$ cat src/rtl/gpio_irq_pkg.sv
package gpio_irq_pkg;
  localparam int unsigned DEF_B0_PINS = 14;
  localparam int unsigned DEF_B1_PINS = 24;
  localparam int unsigned DEF_B2_PINS = 32;
  localparam int unsigned N_SUMMARY   = 3;

  // Select between the owner pin and the bank 2 pin of a shared line.
  function automatic logic pick_src(input logic sel_b2, input logic own, input logic alt);
    return sel_b2 ? alt : own;
  endfunction

  // A pin lacks a direct line when its share bit points away from it.
  function automatic logic loose_pin(input logic pin, input logic share_taken);
    return pin & share_taken;
  endfunction
endpackage

$ cat src/rtl/gir_ctrl_reg.sv
module gir_ctrl_reg #(
  parameter int unsigned W = 32
) (
  input  logic         clk,
  input  logic         rst_n,
  input  logic         wr_en,
  input  logic [W-1:0] wdata,
  output logic [W-1:0] q
);
  always_ff @(posedge clk or negedge rst_n) begin
    if (!rst_n)     q <= '0;
    else if (wr_en) q <= wdata;
  end
endmodule

$ cat src/rtl/gir_route.sv
module gir_route
  import gpio_irq_pkg::*;
#(
  parameter int unsigned B0_PINS = DEF_B0_PINS,
  parameter int unsigned B1_PINS = DEF_B1_PINS,
  parameter int unsigned B2_PINS = DEF_B2_PINS,
  localparam int unsigned B1_SHARED = B2_PINS - B0_PINS,
  localparam int unsigned N_DIRECT  = B0_PINS + B1_PINS
) (
  input  logic [B2_PINS-1:0]  route_sel,
  input  logic [B0_PINS-1:0]  b0,
  input  logic [B1_PINS-1:0]  b1,
  input  logic [B2_PINS-1:0]  b2,
  output logic [N_DIRECT-1:0] direct,
  output logic [B0_PINS-1:0]  b0_loose,
  output logic [B1_PINS-1:0]  b1_loose,
  output logic [B2_PINS-1:0]  b2_loose
);
  // Lines shared between bank 0 and bank 2.
  for (genvar i = 0; i < B0_PINS; i++) begin : g_b0
    assign direct[i]   = pick_src(route_sel[i], b0[i], b2[i]);
    assign b0_loose[i] = loose_pin(b0[i], route_sel[i]);
  end

  // Bank 1: lower pins share with bank 2, upper pins are always direct.
  for (genvar j = 0; j < B1_PINS; j++) begin : g_b1
    if (j < B1_SHARED) begin : g_shared
      assign direct[B0_PINS+j] = pick_src(route_sel[B0_PINS+j], b1[j], b2[B0_PINS+j]);
      assign b1_loose[j]       = loose_pin(b1[j], route_sel[B0_PINS+j]);
    end else begin : g_fixed
      assign direct[B0_PINS+j] = b1[j];
      assign b1_loose[j]       = 1'b0;
    end
  end

  // Bank 2 pins are loose unless their share bit claims the line.
  for (genvar k = 0; k < B2_PINS; k++) begin : g_b2
    assign b2_loose[k] = loose_pin(b2[k], ~route_sel[k]);
  end
endmodule

$ cat src/rtl/gir_bank_or.sv
module gir_bank_or #(
  parameter int unsigned W = 8
) (
  input  logic [W-1:0] pins,
  output logic         any
);
  assign any = |pins;
endmodule

$ cat src/rtl/gir_out_stage.sv
module gir_out_stage #(
  parameter int unsigned W = 41
) (
  input  logic         clk,
  input  logic         rst_n,
  input  logic [W-1:0] d,
  output logic [W-1:0] q
);
  always_ff @(posedge clk or negedge rst_n) begin
    if (!rst_n) q <= '0;
    else        q <= d;
  end
endmodule

$ cat src/rtl/gpio_irq_router.sv
module gpio_irq_router
  import gpio_irq_pkg::*;
#(
  parameter int unsigned B0_PINS = DEF_B0_PINS,
  parameter int unsigned B1_PINS = DEF_B1_PINS,
  parameter int unsigned B2_PINS = DEF_B2_PINS,
  localparam int unsigned N_DIRECT = B0_PINS + B1_PINS,
  localparam int unsigned N_LINES  = N_DIRECT + N_SUMMARY
) (
  input  logic                clk,
  input  logic                rst_n,
  input  logic                cfg_wr_en,
  input  logic [B2_PINS-1:0]  cfg_wdata,
  output logic [B2_PINS-1:0]  cfg_rdata,
  input  logic [B0_PINS-1:0]  bank0_irq,
  input  logic [B1_PINS-1:0]  bank1_irq,
  input  logic [B2_PINS-1:0]  bank2_irq,
  output logic [N_LINES-1:0]  irq_lines
);
  logic [B2_PINS-1:0]  route_sel;
  logic [N_DIRECT-1:0] direct_w;
  logic [B0_PINS-1:0]  b0_loose_w;
  logic [B1_PINS-1:0]  b1_loose_w;
  logic [B2_PINS-1:0]  b2_loose_w;
  logic [N_SUMMARY-1:0] summary_w;
  logic [N_LINES-1:0]  lines_next;

  gir_ctrl_reg #(.W(B2_PINS)) u_ctrl (
    .clk(clk), .rst_n(rst_n), .wr_en(cfg_wr_en), .wdata(cfg_wdata), .q(route_sel)
  );

  gir_route #(.B0_PINS(B0_PINS), .B1_PINS(B1_PINS), .B2_PINS(B2_PINS)) u_route (
    .route_sel(route_sel), .b0(bank0_irq), .b1(bank1_irq), .b2(bank2_irq),
    .direct(direct_w), .b0_loose(b0_loose_w), .b1_loose(b1_loose_w), .b2_loose(b2_loose_w)
  );

  gir_bank_or #(.W(B0_PINS)) u_or0 (.pins(b0_loose_w), .any(summary_w[0]));
  gir_bank_or #(.W(B1_PINS)) u_or1 (.pins(b1_loose_w), .any(summary_w[1]));
  gir_bank_or #(.W(B2_PINS)) u_or2 (.pins(b2_loose_w), .any(summary_w[2]));

  assign lines_next = {summary_w, direct_w};

  gir_out_stage #(.W(N_LINES)) u_out (
    .clk(clk), .rst_n(rst_n), .d(lines_next), .q(irq_lines)
  );

  assign cfg_rdata = route_sel;
endmodule

$ cat config.mk
export PLATFORM = sky130hd
export DESIGN_NAME = gpio_irq_router
export DESIGN_NICKNAME = d
export VERILOG_FILES = /design/src/rtl/gpio_irq_pkg.sv /design/src/rtl/gir_ctrl_reg.sv /design/src/rtl/gir_route.sv /design/src/rtl/gir_bank_or.sv /design/src/rtl/gir_out_stage.sv /design/src/rtl/gpio_irq_router.sv
export SDC_FILE = /design/constraint.sdc
export NUM_CORES = 1
export LEC_CHECK = 0
export ABC_AREA = 1
export BUFFER_PORTS_ARGS = -buffer_cell sky130_fd_sc_hd__clkbuf_2
export CELL_PAD_IN_SITES_DETAIL_PLACEMENT = 1
export CELL_PAD_IN_SITES_GLOBAL_PLACEMENT = 2
export CORE_UTILIZATION = 25
export DETAILED_ROUTE_END_ITERATION = 10
export GPL_TIMING_DRIVEN = 0
export PLACE_DENSITY = 0.91
export RECOVER_POWER = 25
export SLEW_MARGIN = 0
export SYNTH_ARGS = -nofsm -noshare
export SYNTH_HDL_FRONTEND = slang
export SYNTH_HIERARCHICAL = 1
export SYNTH_SLANG_ARGS = --single-unit
$ cat constraint.sdc
create_clock -name clk -period 1.8 [get_ports clk]
set_input_delay 0 -clock clk [delete_from_list [all_inputs] [get_ports clk]]
set_output_delay 0 -clock clk [all_outputs]
set_load 0.02 [all_outputs]
# Yosys cells after proc, flatten, opt, wreduce, memory -nomap -nowiden
# Cells that the tools add are included.
dict set report totals {
  register_bits 73
  input_bits 105
  output_inout_bits 73
  word_cells 133
}
dict set report classes {
  mux 32
  bitwise 96
  reduce_logical 3
}
# op count
set ops {}
lappend ops {{AND 1 bit} 64}
lappend ops {{two-way mux 1 bit} 32}
lappend ops {{inverter 1 bit} 32}
lappend ops {{OR reduction 32 bit} 1}
lappend ops {{OR reduction 18 bit} 1}
lappend ops {{OR reduction 14 bit} 1}

# Depth between registers and ports, before layout
# Gate-level depths: netlist of the first run.
dict set report logic_depth {
  ltp_word 3
  ltp_mapped 8
  depth_no_buf 8
}

# Hierarchy
# The synthesis of the first run kept the hierarchy.
# module instances cells_each area_per_inst_um2 seq_area_each_um2
set modules_own_cells {}
lappend modules_own_cells {gir_ctrl_reg 1 136 1292.5 800.8}
lappend modules_own_cells {gir_route 1 269 1054.8 0.0}
lappend modules_own_cells {gir_out_stage 1 41 1026.0 1026.0}
lappend modules_own_cells {{gir_bank_or (u_or2)} 1 45 178.9 0.0}
lappend modules_own_cells {{gir_bank_or (u_or1)} 1 22 83.8 0.0}
lappend modules_own_cells {{gir_bank_or (u_or0)} 1 13 51.3 0.0}

# Worst setup path before layout of the first run
# No wires, ideal clock.
dict set report synth_timing {
  path_type {flip-flop to flip-flop}
  from {reg u_ctrl.q[4]}
  to {reg u_out.q[40]}
  setup_ns 0.119
  arrival_ns 0.945
  required_ns 1.681
  setup_slack_ns 0.737
  path_stages_with_launch 8
  n_path_buf 0
  synth_period_minus_slack_ns 1.063
  cell_sequence {dfrtp_1 > nor2_1 > inv_1 > nand2_1 > nor2_1 > nand2_1 > nor2_1 > nand2_1}
}
dict set report synth_via {
  elab_chain_cells 3
}
# element line_no
set synth_rtl {}
lappend synth_rtl {{start, declared} gir_ctrl_reg.sv:8} ;# output logic [W-1:0] q
lappend synth_rtl {{start signal, assigned} gir_ctrl_reg.sv:12} ;# else if (wr_en) q <= wdata;
lappend synth_rtl {{inverter 1 bit} gir_route.sv:38} ;# assign b2_loose[k] = loose_pin(b2[k], ~route_sel[k]);
lappend synth_rtl {{AND 1 bit} gpio_irq_pkg.sv:14} ;# return pin & share_taken;
lappend synth_rtl {{net b2_loose_w[4]} gpio_irq_router.sv:24} ;# logic [B2_PINS-1:0] b2_loose_w;
lappend synth_rtl {{OR reduction 32 bit} gir_bank_or.sv:7} ;# assign any = |pins;
lappend synth_rtl {{net lines_next[40]} gpio_irq_router.sv:26} ;# logic [N_LINES-1:0] lines_next;
lappend synth_rtl {{end signal, assigned} gir_out_stage.sv:10} ;# if (!rst_n) q <= '0;
lappend synth_rtl {{end signal, assigned} gir_out_stage.sv:11} ;# else q <= d;
lappend synth_rtl {{end, declared} gir_out_stage.sv:7} ;# output logic [W-1:0] q
# The timed path passes the listed nets, and every way through them passes these cells.
# A chain may end at the register's enable or synchronous reset.

==> metrics.json, run 1 <==
{
  "run_status": "finished, final reports clean",
  "final_layout_size_suffix_gt1_share_pct": 26.1,
  "ys_seq_area_share_pct": 49.5,
  "hold_violations": 0,
  "num_rows": 44,
  "route.detailed.drc": 0,
  "setup.worst_path.end_class": "flop",
  "clock-sinks": 73,
  "grt_max_degree": 42,
  "wire_length_of_the_first_global_routing_pass_mm": 20.7,
  "finalHoldWorstSlack_ns": 0.0496,
  "postSynthRegisterBits": 73,
  "io_pins": 178,
  "antenna_found_initial": 0,
  "route.vias.total": 4128,
  "period_share_pct": 89.5,
  "grt_remaining_overflow": 0,
  "synthDominantCellAreaShare_pct": 49.5,
  "routed_wirelength_mm": 13.1,
  "clkTransAtPathRegs_ns": 0.06,
  "netlist.top_cell.by_area": "sky130_fd_sc_hd__dfrtp_1",
  "nNetsFinal": 925,
  "vias_per_cell": 4.09,
  "cts-root-to-sink-buffers": 2,
  "first_global_vias": 4444,
  "hold_class": "in2reg",
  "netSwitchingPower_w": 0.00145,
  "time_the_worst_path_needs_with_i_o_delays_and_setup_ns": 1.61,
  "detailed_placement_hpwl_mm": 8.65,
  "core_area_mm2": 0.0145,
  "clockRootBuffer": "sky130_fd_sc_hd__clkbuf_16",
  "path_max_fanout": 1,
  "netSwitchingFraction_pct": 29.7,
  "num_antenna_cells": 0,
  "comb_power_share_pct": 24.1,
  "worst-setup-path-type": "in2reg",
  "die_area_mm2": 0.0152,
  "synth_warn": 6,
  "startpoint_kind_of_the_worst_setup_timing_path": "input pin",
  "max_slew.worst_pin.slew_ns": 0.972,
  "buffers_inserted_during_post_cts_setup_optimization": 0,
  "final_antenna_net_count": 0,
  "initial_core_utilization_pct": 25.5,
  "die_height_um": 123,
  "worstSkewPairLatency_ns": 0.34,
  "placed_cell_area_mm2": 0.00482,
  "area.growth.synth_to_final_pct": 67.5,
  "total_neg_setup_slack_ns": 0,
  "power.share.sequential_pct": 39.2,
  "maxCapViolations": 0,
  "synthTopCellsByArea": "sky130_fd_sc_hd__dfrtp_1, sky130_fd_sc_hd__nand2_1, sky130_fd_sc_hd__inv_1, sky130_fd_sc_hd__nor2_1, sky130_fd_sc_hd__buf_4",
  "drt-initial-drc-count": 82,
  "io_buffer_count": 170,
  "crit_arrival_ns": 1.83,
  "tritoncts_clock_tree": "done",
  "globalplace.congestion": 0.723,
  "drt_pre_antenna_iters": 4,
  "yosys.cell_types.count": 16,
  "total_routing_usage_gr_pct": 18.0,
  "pre_cts_slack_ns": 0.468,
  "vdd.ir_drop.worst_v": 0.000369,
  "maxClockFrequency_ghz": 0.621,
  "synthCells": 526,
  "slew_viol_final": 0,
  "internal_power_contribution_w": 0.00345,
  "post_layout_instance_area_mm2": 0.00618,
  "numCtsBuffers": 9,
  "power.clock.fraction_pct": 36.7,
  "wl_per_cell_um": 13.0,
  "post_synth.cell_area_avg_um2": 7.01,
  "rsz0062_at_grt": "false",
  "worst_ep_required_time_ns": 2.02,
  "netlist_area_mm2": 0.00369,
  "post-route-worst-setup-slack_ns": 0.189,
  "finalSetupViolations": 0,
  "worst_slew_margin_rel_pct": 35.2,
  "fin_skew_ns": 0.00260,
  "post_cts_resized": 0,
  "cts-htree-levels": 3,
  "power_w": 0.00490,
  "power.leakage_nw": 3.77,
  "power_density_mw_per_mm2": 793,
  "die_x_um": 123
}
critical path, cell delays in order:
cell and delay (ns):
sky130_fd_sc_hd__dlygate4sd3_1 0.54, sky130_fd_sc_hd__clkbuf_2 0.11, sky130_fd_sc_hd__nand2_1 0.05, sky130_fd_sc_hd__dlygate4sd3_1 0.54, sky130_fd_sc_hd__nand2_1 0.05, sky130_fd_sc_hd__dlygate4sd3_1 0.54
power by group through the flow:
stage,registers (W),clock network (W),logic [W]
2_1_floorplan,0.00211,0,0.000334
3_3_place_gp,0.00194,0,0.000905
3_5_place_dp,0.00195,0,0.000938
4_1_cts,0.00192,0.00187,0.00118
5_1_grt,0.00194,0.00192,0.00132
6_report,0.00192,0.00180,0.00118
logic make-up after synthesis:
kind of cell  share of synthesized area, %
buf+inv                               16.7
flops                                 49.5
other cells                          0.102
simple gates                          33.6
Yosys cell counts, drive strengths merged:
library cell	count
dfrtp	73
and2	2
clkbuf	3
buf	16
inv	113
nor2	69
nand2	246
nand4	1
or2	1
nand3	1
conb	1
what timing repair did:
action	in CTS	in global routing
hold buffers	107	0
setup endpoints to repair	0	0
endpoints found under the hold margin	102	0
placed cells by master (no fill, tap or decap):
cell type,count
sky130_fd_sc_hd__buf_16,1
sky130_fd_sc_hd__buf_6,3
sky130_fd_sc_hd__inv_8,1
sky130_fd_sc_hd__and2_1,2
sky130_fd_sc_hd__inv_1,112
sky130_fd_sc_hd__dfrtp_1,73
sky130_fd_sc_hd__nand2_1,236
sky130_fd_sc_hd__clkbuf_4,6
sky130_fd_sc_hd__conb_1,6
sky130_fd_sc_hd__clkbuf_8,4
sky130_fd_sc_hd__nor2_2,1
sky130_fd_sc_hd__nand2_2,10
sky130_fd_sc_hd__clkbuf_1,3
sky130_fd_sc_hd__dlygate4sd3_1,107
sky130_fd_sc_hd__buf_12,1
sky130_fd_sc_hd__or2_1,1
sky130_fd_sc_hd__nand4_1,1
sky130_fd_sc_hd__clkinv_2,2
sky130_fd_sc_hd__nor2_1,68
sky130_fd_sc_hd__buf_4,6
sky130_fd_sc_hd__clkbuf_2,170
sky130_fd_sc_hd__bufinv_16,1
sky130_fd_sc_hd__nand3_1,1
sky130_fd_sc_hd__clkbuf_16,9
layer usage:
layer	vias to the layer above	routed length, µm	share of wire, %	track usage, %
met5	-	0	0	0
met4	0	187	1.4	5.20
met3	19	655	5.0	4.80
met2	117	7060	54	33.8
met1	1949	5180	40	19.6
li1	2043	-	-	-
flip-flops by register name, indices dropped and copies added, names as in the netlist:
register / count
u_ctrl/q: 32
u_out/q: 41
final cells by class:
type	instances	area, µm²
Fill cell	1834	8300
Timing Repair Buffer	278	1950
Sequential cell	73	1830
Multi-Input combinational cell	326	1260
Inverter	113	432
Clock buffer	13	250
Tap cell	184	230
Buffer	19	185
Clock inverter	3	40.0
final timing paths:
check                      slack, ns           from            to  cells after the start
setup / recovery                0.19  cfg_wdata[29]  u_ctrl/q[29]                      6
setup reg to reg                0.46   u_ctrl/q[25]   u_out/q[25]                      4
max in group asynchronous       0.71          rst_n  u_ctrl/q[19]                      3
hold reg to reg                 0.57    u_ctrl/q[9]   u_ctrl/q[9]                      2
min in group asynchronous       0.36          rst_n    u_out/q[5]                      2
hold / removal                  0.05   bank0_irq[2]   u_out/q[38]                      7
through the flow:
step                instances  utilization, %
detailed placement        886            33.3
global placement          885            33.1
finish                   1009            42.7
CTS                      1009            42.7
global route             1009            42.7
floorplan                 531               -
(Power assumes the default switching activity.)
==> inputs of run 2 (changes only) <==
CORE_ASPECT_RATIO = 1.75   (was unset)
==> run 2 against run 1 <==
Against the previous run:
- critical path depth did not move
- worst setup slack got worse by 0.019 ns
- power is 0.11% lower
- critical endpoint unchanged
- via count barely moved
- sequential share of layout area barely moved
- non-clock buffer count did not move
- flip-flop and latch count unchanged
==> metrics.json, run 2 (synthesis results as in run 1) <==
{
  "rsz0062_at_grt": "false",
  "total_neg_setup_slack": {"value": 0, "unit": "ns", "change": "unchanged"},
  "setup.worst_path.end_class": "flop",
  "clock-sinks": {"value": 73, "change": "unchanged"},
  "pre_cts_slack": {"value": 0.545, "unit": "ns", "change": "+0.0773 ns"},
  "drt_pre_antenna_iters": {"value": 4, "change": "unchanged"},
  "internal_power_contribution": {"value": 0.00345, "unit": "W", "change": "about the same"},
  "route.detailed.drc": {"value": 0, "change": "unchanged"},
  "power": {"value": 0.00489, "unit": "W", "change": "-0.11%"},
  "drt-initial-drc-count": {"value": 80, "change": "-2.4%"},
  "hold_class": "in2reg",
  "routed_wirelength": {"value": 12.9, "unit": "mm", "change": "-1.1%"},
  "worst_slew_margin_rel": {"value": 37.8, "unit": "%", "change": "+2.6 points"},
  "max_slew.worst_pin.slew": {"value": 0.933, "unit": "ns", "change": "-0.0392 ns"},
  "crit_arrival": {"value": 1.83, "unit": "ns", "change": "about the same"},
  "period_share": {"value": 90.6, "unit": "%", "change": "+1.0 points"},
  "io_pins": {"value": 178, "change": "unchanged"},
  "power.share.sequential": {"value": 39.2, "unit": "%", "change": "about the same"},
  "globalplace.congestion": {"value": 0.803, "change": "+11%"},
  "time_the_worst_path_needs_with_i_o_delays_and_setup": {"value": 1.63, "unit": "ns", "change": "+0.0189 ns"},
  "core_area": {"value": 0.0144, "unit": "mm²", "change": "-0.76%"},
  "placed_cell_area": {"value": 0.00481, "unit": "mm²", "change": "-0.10%"},
  "mostFrequentLayoutCells": "sky130_fd_sc_hd__nand2_1, sky130_fd_sc_hd__clkbuf_2, sky130_fd_sc_hd__inv_1",
  "final_layout_size_suffix_gt1_share": {"value": 26.1, "unit": "%", "change": "unchanged"},
  "filler_instances": {"value": 1846, "change": "+0.65%"},
  "grt_max_degree": {"value": 43, "change": "+2.4%"},
  "path_max_fanout": {"value": 1, "change": "unchanged"},
  "area.growth.synth_to_final": {"value": 67.4, "unit": "%", "change": "about the same"},
  "post-route-worst-setup-slack": {"value": 0.170, "unit": "ns", "change": "-0.0189 ns"},
  "power.clock.fraction": {"value": 36.6, "unit": "%", "change": "about the same"},
  "largestRegisters": "u_out/q: 41 flops, u_ctrl/q: 32 flops",
  "vias_per_cell": {"value": 4.10, "change": "+0.32%"},
  "startpoint_kind_of_the_worst_setup_timing_path": "input pin",
  "numCtsBuffers": {"value": 9, "change": "unchanged"},
  "netSwitchingPower": {"value": 0.00145, "unit": "W", "change": "-0.42%"},
  "nNetsFinal": {"value": 925, "change": "unchanged"},
  "detailed_placement_hpwl": {"value": 9.25, "unit": "mm", "change": "+6.9%"},
  "first_global_vias": {"value": 4637, "change": "+4.3%"},
  "total_routing_usage_gr": {"value": 18.0, "unit": "%", "change": "+0.019 points"},
  "vdd.ir_drop.worst": {"value": 0.000490, "unit": "V", "change": "+33%"},
  "netSwitchingFraction": {"value": 29.6, "unit": "%", "change": "-0.092 points"},
  "slew_viol_final": {"value": 0, "change": "unchanged"},
  "final_antenna_net_count": {"value": 0, "change": "unchanged"},
  "maxClockFrequency": {"value": 0.613, "unit": "GHz", "change": "-1.2%"},
  "finalSetupViolations": {"value": 0, "change": "unchanged"},
  "fin_skew": {"value": 0.00822, "unit": "ns", "change": "+0.00562 ns"},
  "worst-setup-path-type": "in2reg",
  "route.vias.total": {"value": 4129, "change": "+0.024%"},
  "num_rows": {"value": 58, "change": "+32%"},
  "post_cts_resized": {"value": 0, "change": "unchanged"},
  "initial_core_utilization": {"value": 25.7, "unit": "%", "change": "+0.20 points"},
  "grt_remaining_overflow": {"value": 0, "change": "unchanged"},
  "die_area": {"value": 0.0153, "unit": "mm²", "change": "+0.13%"},
  "comb_power_share": {"value": 24.2, "unit": "%", "change": "about the same"},
  "layout.cells.most_common": "sky130_fd_sc_hd__nand2_1",
  "worst_ep_required_time": {"value": 2.00, "unit": "ns", "change": "-0.02 ns"},
  "worstSkewPairLatency": {"value": 0.33, "unit": "ns", "change": "about the same"},
  "wl_per_cell": {"value": 12.8, "unit": "µm", "change": "-0.84%"},
  "power.leakage": {"value": 3.77, "unit": "nW", "change": "unchanged"},
  "maxCapViolations": {"value": 0, "change": "unchanged"},
  "cts-root-to-sink-buffers": {"value": 2, "change": "unchanged"},
  "run_status": "finished, final reports clean",
  "io_buffer_count": {"value": 170, "change": "unchanged"},
  "power_density": {"value": 793, "unit": "mW/mm²", "change": "about the same"},
  "hold_violations": {"value": 0, "change": "unchanged"},
  "largest_register_ff_count": {"value": 41, "change": "unchanged"},
  "top_register": "u_out/q",
  "tritoncts_clock_tree": "done",
  "antenna_found_initial": {"value": 1, "change": "+1"},
  "die_x": {"value": 93.8, "unit": "µm", "change": "-24%"},
  "final_util": {"value": 43.0, "unit": "%", "change": "+0.31 points"},
  "cts-htree-levels": {"value": 3, "change": "unchanged"},
  "wire_length_of_the_first_global_routing_pass": {"value": 21.1, "unit": "mm", "change": "+1.7%"},
  "die_height": {"value": 163, "unit": "µm", "change": "+32%"},
  "clockRootBuffer": "sky130_fd_sc_hd__clkbuf_16",
  "clkTransAtPathRegs": {"value": 0.06, "unit": "ns", "change": "about the same"},
  "post_layout_instance_area": {"value": 0.00617, "unit": "mm²", "change": "about the same"}
}
[run 2: changes by cell type in the layout (fill, tap and decap cells not counted), sizes merged]
| cell | change |
|---|---|
| diode | +1 |
[run 2: path summary, 6_finish.rpt]
path                                    start      endpoint  slack [ns]  cells past startpoint
worst max-delay path            cfg_wdata[29]  u_ctrl/q[29]        0.17                      6
worst min-delay path             bank1_irq[4]   u_out/q[39]        0.05                      7
worst max register to register    u_ctrl/q[0]    u_out/q[0]        0.43                      4
worst min register to register   u_ctrl/q[18]  u_ctrl/q[18]        0.58                      2
max in group asynchronous               rst_n  u_ctrl/q[12]        0.72                      3
min in group asynchronous               rst_n    u_out/q[4]        0.35                      2
[run 2: routing by layer]
layer	up-vias	wire length [µm]	track usage (%)
li1	2041	-	-
met1	1926	4500	16.5
met2	127	7430	36.1
met3	35	533	3.50
met4	0	468	8.95
met5	-	0	0
[run 2: what timing repair did]
item,CTS,global route
hold buffers,107,0
hold endpoints to repair,101,0
buffers inserted,0,0
[run 2: final cells by class]
| type | count | area [µm²] | area share [%] |
|---|---|---|---|
| Timing Repair Buffer | 278 | 1950 | 31.6 |
| Antenna cell | 1 | 2.50 | 0.0405 |
| Multi-Input combinational cell | 326 | 1260 | 20.4 |
| Clock buffer | 13 | 250 | 4.05 |
| Sequential cell | 73 | 1830 | 29.6 |
| Tap cell | 180 | 225 | 3.65 |
| Buffer | 19 | 185 | 3.00 |
| Inverter | 113 | 432 | 6.99 |
| Clock inverter | 3 | 40.0 | 0.649 |
[run 2: metrics by stage]
stage,hold slack (ns),cells
finish,0.0519,1006
global route,0.0899,1006
CTS,0.0373,1005
detailed placement,0.0329,882
global placement,0.110,881
floorplan,-0.296,531
[run 2: power by group through the flow]
stage / registers [W] / clock network (W) / logic, W
2_1_floorplan: 0.00211 / 0 / 0.000334
3_3_place_gp: 0.00194 / 0 / 0.000911
3_5_place_dp: 0.00195 / 0 / 0.000945
4_1_cts: 0.00192 / 0.00187 / 0.00119
5_1_grt: 0.00194 / 0.00192 / 0.00131
6_report: 0.00192 / 0.00179 / 0.00118
[run 2: worst max-delay path, stage by stage]
cell	delay, ns
sky130_fd_sc_hd__dlygate4sd3_1	0.53
sky130_fd_sc_hd__clkbuf_2	0.10
sky130_fd_sc_hd__nand2_1	0.05
sky130_fd_sc_hd__dlygate4sd3_1	0.55
sky130_fd_sc_hd__nand2_1	0.05
sky130_fd_sc_hd__dlygate4sd3_1	0.55
==> inputs of run 3 (changes only) <==
--- a/config.mk
+++ b/config.mk
@@ -17,3 +17,3 @@
 export RECOVER_POWER = 25
-export SLEW_MARGIN = 0
+export SLEW_MARGIN = 20
 export SYNTH_ARGS = -nofsm -noshare
==> constraint.sdc (replaced) <==
create_clock -name clk -period 1.8 [get_ports clk]
set_input_delay 0.45 -clock clk [delete_from_list [all_inputs] [get_ports clk]]
set_output_delay 0.45 -clock clk [all_outputs]
set_load 0.02 [all_outputs]
==> run 3 against run 2 <==
Against the previous run:
- critical path depth is 5 lower
- largest power group unchanged
- count of clock-buffer cells in the layout stayed put
- clock power hardly changed
- worst setup slack better by 0.18 ns
- critical path type is now reg2out
- power is 5.4% lower
- largest cell class is now registers
- cell area is 17% lower
- highest routed layer unchanged
- first-iteration DRC count is 23% lower
- non-clock buffer count is 107 lower
- via count is 11% lower
==> metrics.json, run 3 (synthesis results as in run 1) <==
{
  "final_layout_size_suffix_gt1_share": {"value": 29.9, "unit": "%", "change": "+3.9 points"},
  "timing.critical_path.cells": "clkbuf_2",
  "vias_per_cell": {"value": 4.08, "change": "-0.59%"},
  "antenna_found_initial": {"value": 0, "change": "-1"},
  "route.detailed.drc": {"value": 0, "change": "unchanged"},
  "slew_viol_final": {"value": 0, "change": "unchanged"},
  "grt_remaining_overflow": {"value": 0, "change": "unchanged"},
  "maxClockFrequency": {"value": 0.690, "unit": "GHz", "change": "+12%"},
  "detailed_placement_hpwl": {"value": 9.25, "unit": "mm", "change": "unchanged"},
  "worstSkewPairLatency": {"value": 0.33, "unit": "ns", "change": "about the same"},
  "worst_slew_margin_rel": {"value": 38.0, "unit": "%", "change": "+0.23 points"},
  "run_status": "finished, final reports clean",
  "path_max_fanout": {"value": 6, "change": "+5"},
  "final_util": {"value": 35.5, "unit": "%", "change": "-7.5 points"},
  "max_slew.worst_pin.slew": {"value": 0.929, "unit": "ns", "change": "-0.00345 ns"},
  "num_rows": {"value": 58, "change": "unchanged"},
  "critical-path-slowest-cell": "sky130_fd_sc_hd__dfrtp_1",
  "vdd.ir_drop.worst": {"value": 0.000488, "unit": "V", "change": "-0.45%"},
  "period_share": {"value": 80.5, "unit": "%", "change": "-10 points"},
  "fin_skew": {"value": 0.00795, "unit": "ns", "change": "-0.000274 ns"},
  "critical-path-top-delay-family": "flip-flops",
  "setup.worst_path.end_class": "primary output",
  "mostFrequentLayoutCells": "sky130_fd_sc_hd__nand2_1, sky130_fd_sc_hd__clkbuf_2, sky130_fd_sc_hd__inv_1",
  "wl_per_cell": {"value": 12.5, "unit": "µm", "change": "-2.4%"},
  "max_stage_delay": {"value": 0.46, "unit": "ns", "change": "-0.09 ns"},
  "cts-root-to-sink-buffers": {"value": 2, "change": "unchanged"},
  "worst-setup-path-type": "reg2out",
  "crit_arrival": {"value": 1.00, "unit": "ns", "change": "-0.83 ns"},
  "initial_core_utilization": {"value": 25.7, "unit": "%", "change": "unchanged"},
  "post_cts_resized": {"value": 0, "change": "unchanged"},
  "worst_ep_required_time": {"value": 1.35, "unit": "ns", "change": "-0.65 ns"},
  "grt_max_degree": {"value": 43, "change": "unchanged"},
  "stdcell_count": {"value": 898, "change": "-11%"},
  "routed_wirelength": {"value": 11.3, "unit": "mm", "change": "-13%"},
  "clockRootBuffer": "sky130_fd_sc_hd__clkbuf_16",
  "clkTransAtPathRegs": {"value": 0.06, "unit": "ns", "change": "about the same"},
  "io_buffer_count": {"value": 170, "change": "unchanged"},
  "filler_instances": {"value": 1878, "change": "+1.7%"},
  "top_register": "u_out/q",
  "post_place_cells": {"value": 882, "change": "unchanged"},
  "layout.cells.most_common": "sky130_fd_sc_hd__nand2_1",
  "power_density": {"value": 908, "unit": "mW/mm²", "change": "+15%"},
  "critical_path_buf_inv_count": {"value": 1, "change": "-3"},
  "tritoncts_clock_tree": "done",
  "wire_length_of_the_first_global_routing_pass": {"value": 18.2, "unit": "mm", "change": "-14%"},
  "hold_violations": {"value": 0, "change": "unchanged"},
  "io_pins": {"value": 178, "change": "unchanged"},
  "rsz0062_at_grt": "false",
  "power.leakage": {"value": 3.32, "unit": "nW", "change": "-12%"},
  "numCtsBuffers": {"value": 9, "change": "unchanged"},
  "globalplace.congestion": {"value": 0.803, "change": "unchanged"},
  "hold_class": "in2async",
  "core_area": {"value": 0.0144, "unit": "mm²", "change": "unchanged"},
  "finalSetupViolations": {"value": 0, "change": "unchanged"},
  "buffers_inserted_during_post_cts_setup_optimization": {"value": 0, "change": "unchanged"},
  "drt-initial-drc-count": {"value": 62, "change": "-23%"},
  "total_routing_usage_gr": {"value": 15.6, "unit": "%", "change": "-2.4 points"},
  "time_the_worst_path_needs_with_i_o_delays_and_setup": {"value": 1.45, "unit": "ns", "change": "-0.181 ns"},
  "first_global_vias": {"value": 3910, "change": "-16%"},
  "die_height": {"value": 163, "unit": "µm", "change": "unchanged"},
  "clock-sinks": {"value": 73, "change": "unchanged"},
  "route.vias.total": {"value": 3664, "change": "-11%"},
  "drt_pre_antenna_iters": {"value": 4, "change": "unchanged"},
  "largestRegisters": "u_out/q: 41 flops, u_ctrl/q: 32 flops",
  "maxCapViolations": {"value": 0, "change": "unchanged"},
  "cts-htree-levels": {"value": 3, "change": "unchanged"},
  "largest_register_ff_count": {"value": 41, "change": "unchanged"},
  "die_area": {"value": 0.0153, "unit": "mm²", "change": "unchanged"},
  "startpoint_kind_of_the_worst_setup_timing_path": "flop",
  "die_x": {"value": 93.8, "unit": "µm", "change": "unchanged"},
  "num_antenna_cells": {"value": 0, "change": "-1"},
  "nNetsFinal": {"value": 818, "change": "-12%"},
  "final_antenna_net_count": {"value": 0, "change": "unchanged"},
  "post_cts_hold_buffer_count": {"value": 0, "change": "-100%"},
  "area.growth.synth_to_final_pct": 38.3
}
[run 3: where the power goes]
part           total, W  switching (W)  internal, W
logic          0.000919       0.000570     0.000350
clock network   0.00179       0.000684      0.00111
registers       0.00192       0.000129      0.00179
[run 3: worst paths after layout]
kind                               startpoint           end  slack (ns)  cells past startpoint
worst min register to register   u_ctrl/q[10]  u_ctrl/q[10]        0.57                      2
max in group asynchronous               rst_n  u_ctrl/q[12]        0.81                      2
worst min-delay path                    rst_n    u_out/q[5]        0.25                      1
worst max-delay path              u_ctrl/q[3]  cfg_rdata[3]        0.35                      1
min in group clk                bank1_irq[20]   u_out/q[34]        0.25                      1
worst max register to register    u_ctrl/q[1]   u_out/q[38]        0.58                      5
[run 3: final cells by class]
| type | count | area, µm² | area share (%) |
|---|---|---|---|
| buffer | 19 | 185 | 3.63 |
| inverter | 113 | 432 | 8.46 |
| clock inverter | 3 | 40.0 | 0.785 |
| multi-input combinational | 326 | 1260 | 24.8 |
| timing repair buffer | 171 | 878 | 17.2 |
| clock buffer | 13 | 250 | 4.91 |
| tap | 180 | 225 | 4.42 |
| sequential | 73 | 1830 | 35.8 |
[run 3: routing by layer]
layer	part of all wire [%]	GRT usage [%]	up-vias
li1	-	-	1827
met1	36	15.3	1721
met2	58	31.0	105
met3	4.9	3.31	11
met4	1.6	5.45	0
met5	0	0	-
[run 3: metrics by stage]
step           worst slack [ns]  cell area, µm²  hold slack (ns)  setup TNS [ns]  power [W]
3_3_place_gp             -0.583            4780            0.546          -41.91    0.00285
3_5_place_dp              0.468            4810            0.483               0    0.00289
2_1_floorplan             0.737            3710            0.154               0    0.00245
5_1_grt                   0.288            5100            0.227               0    0.00490
6_report                  0.351            5100            0.248               0    0.00463
4_1_cts                   0.328            5100            0.127               0    0.00474
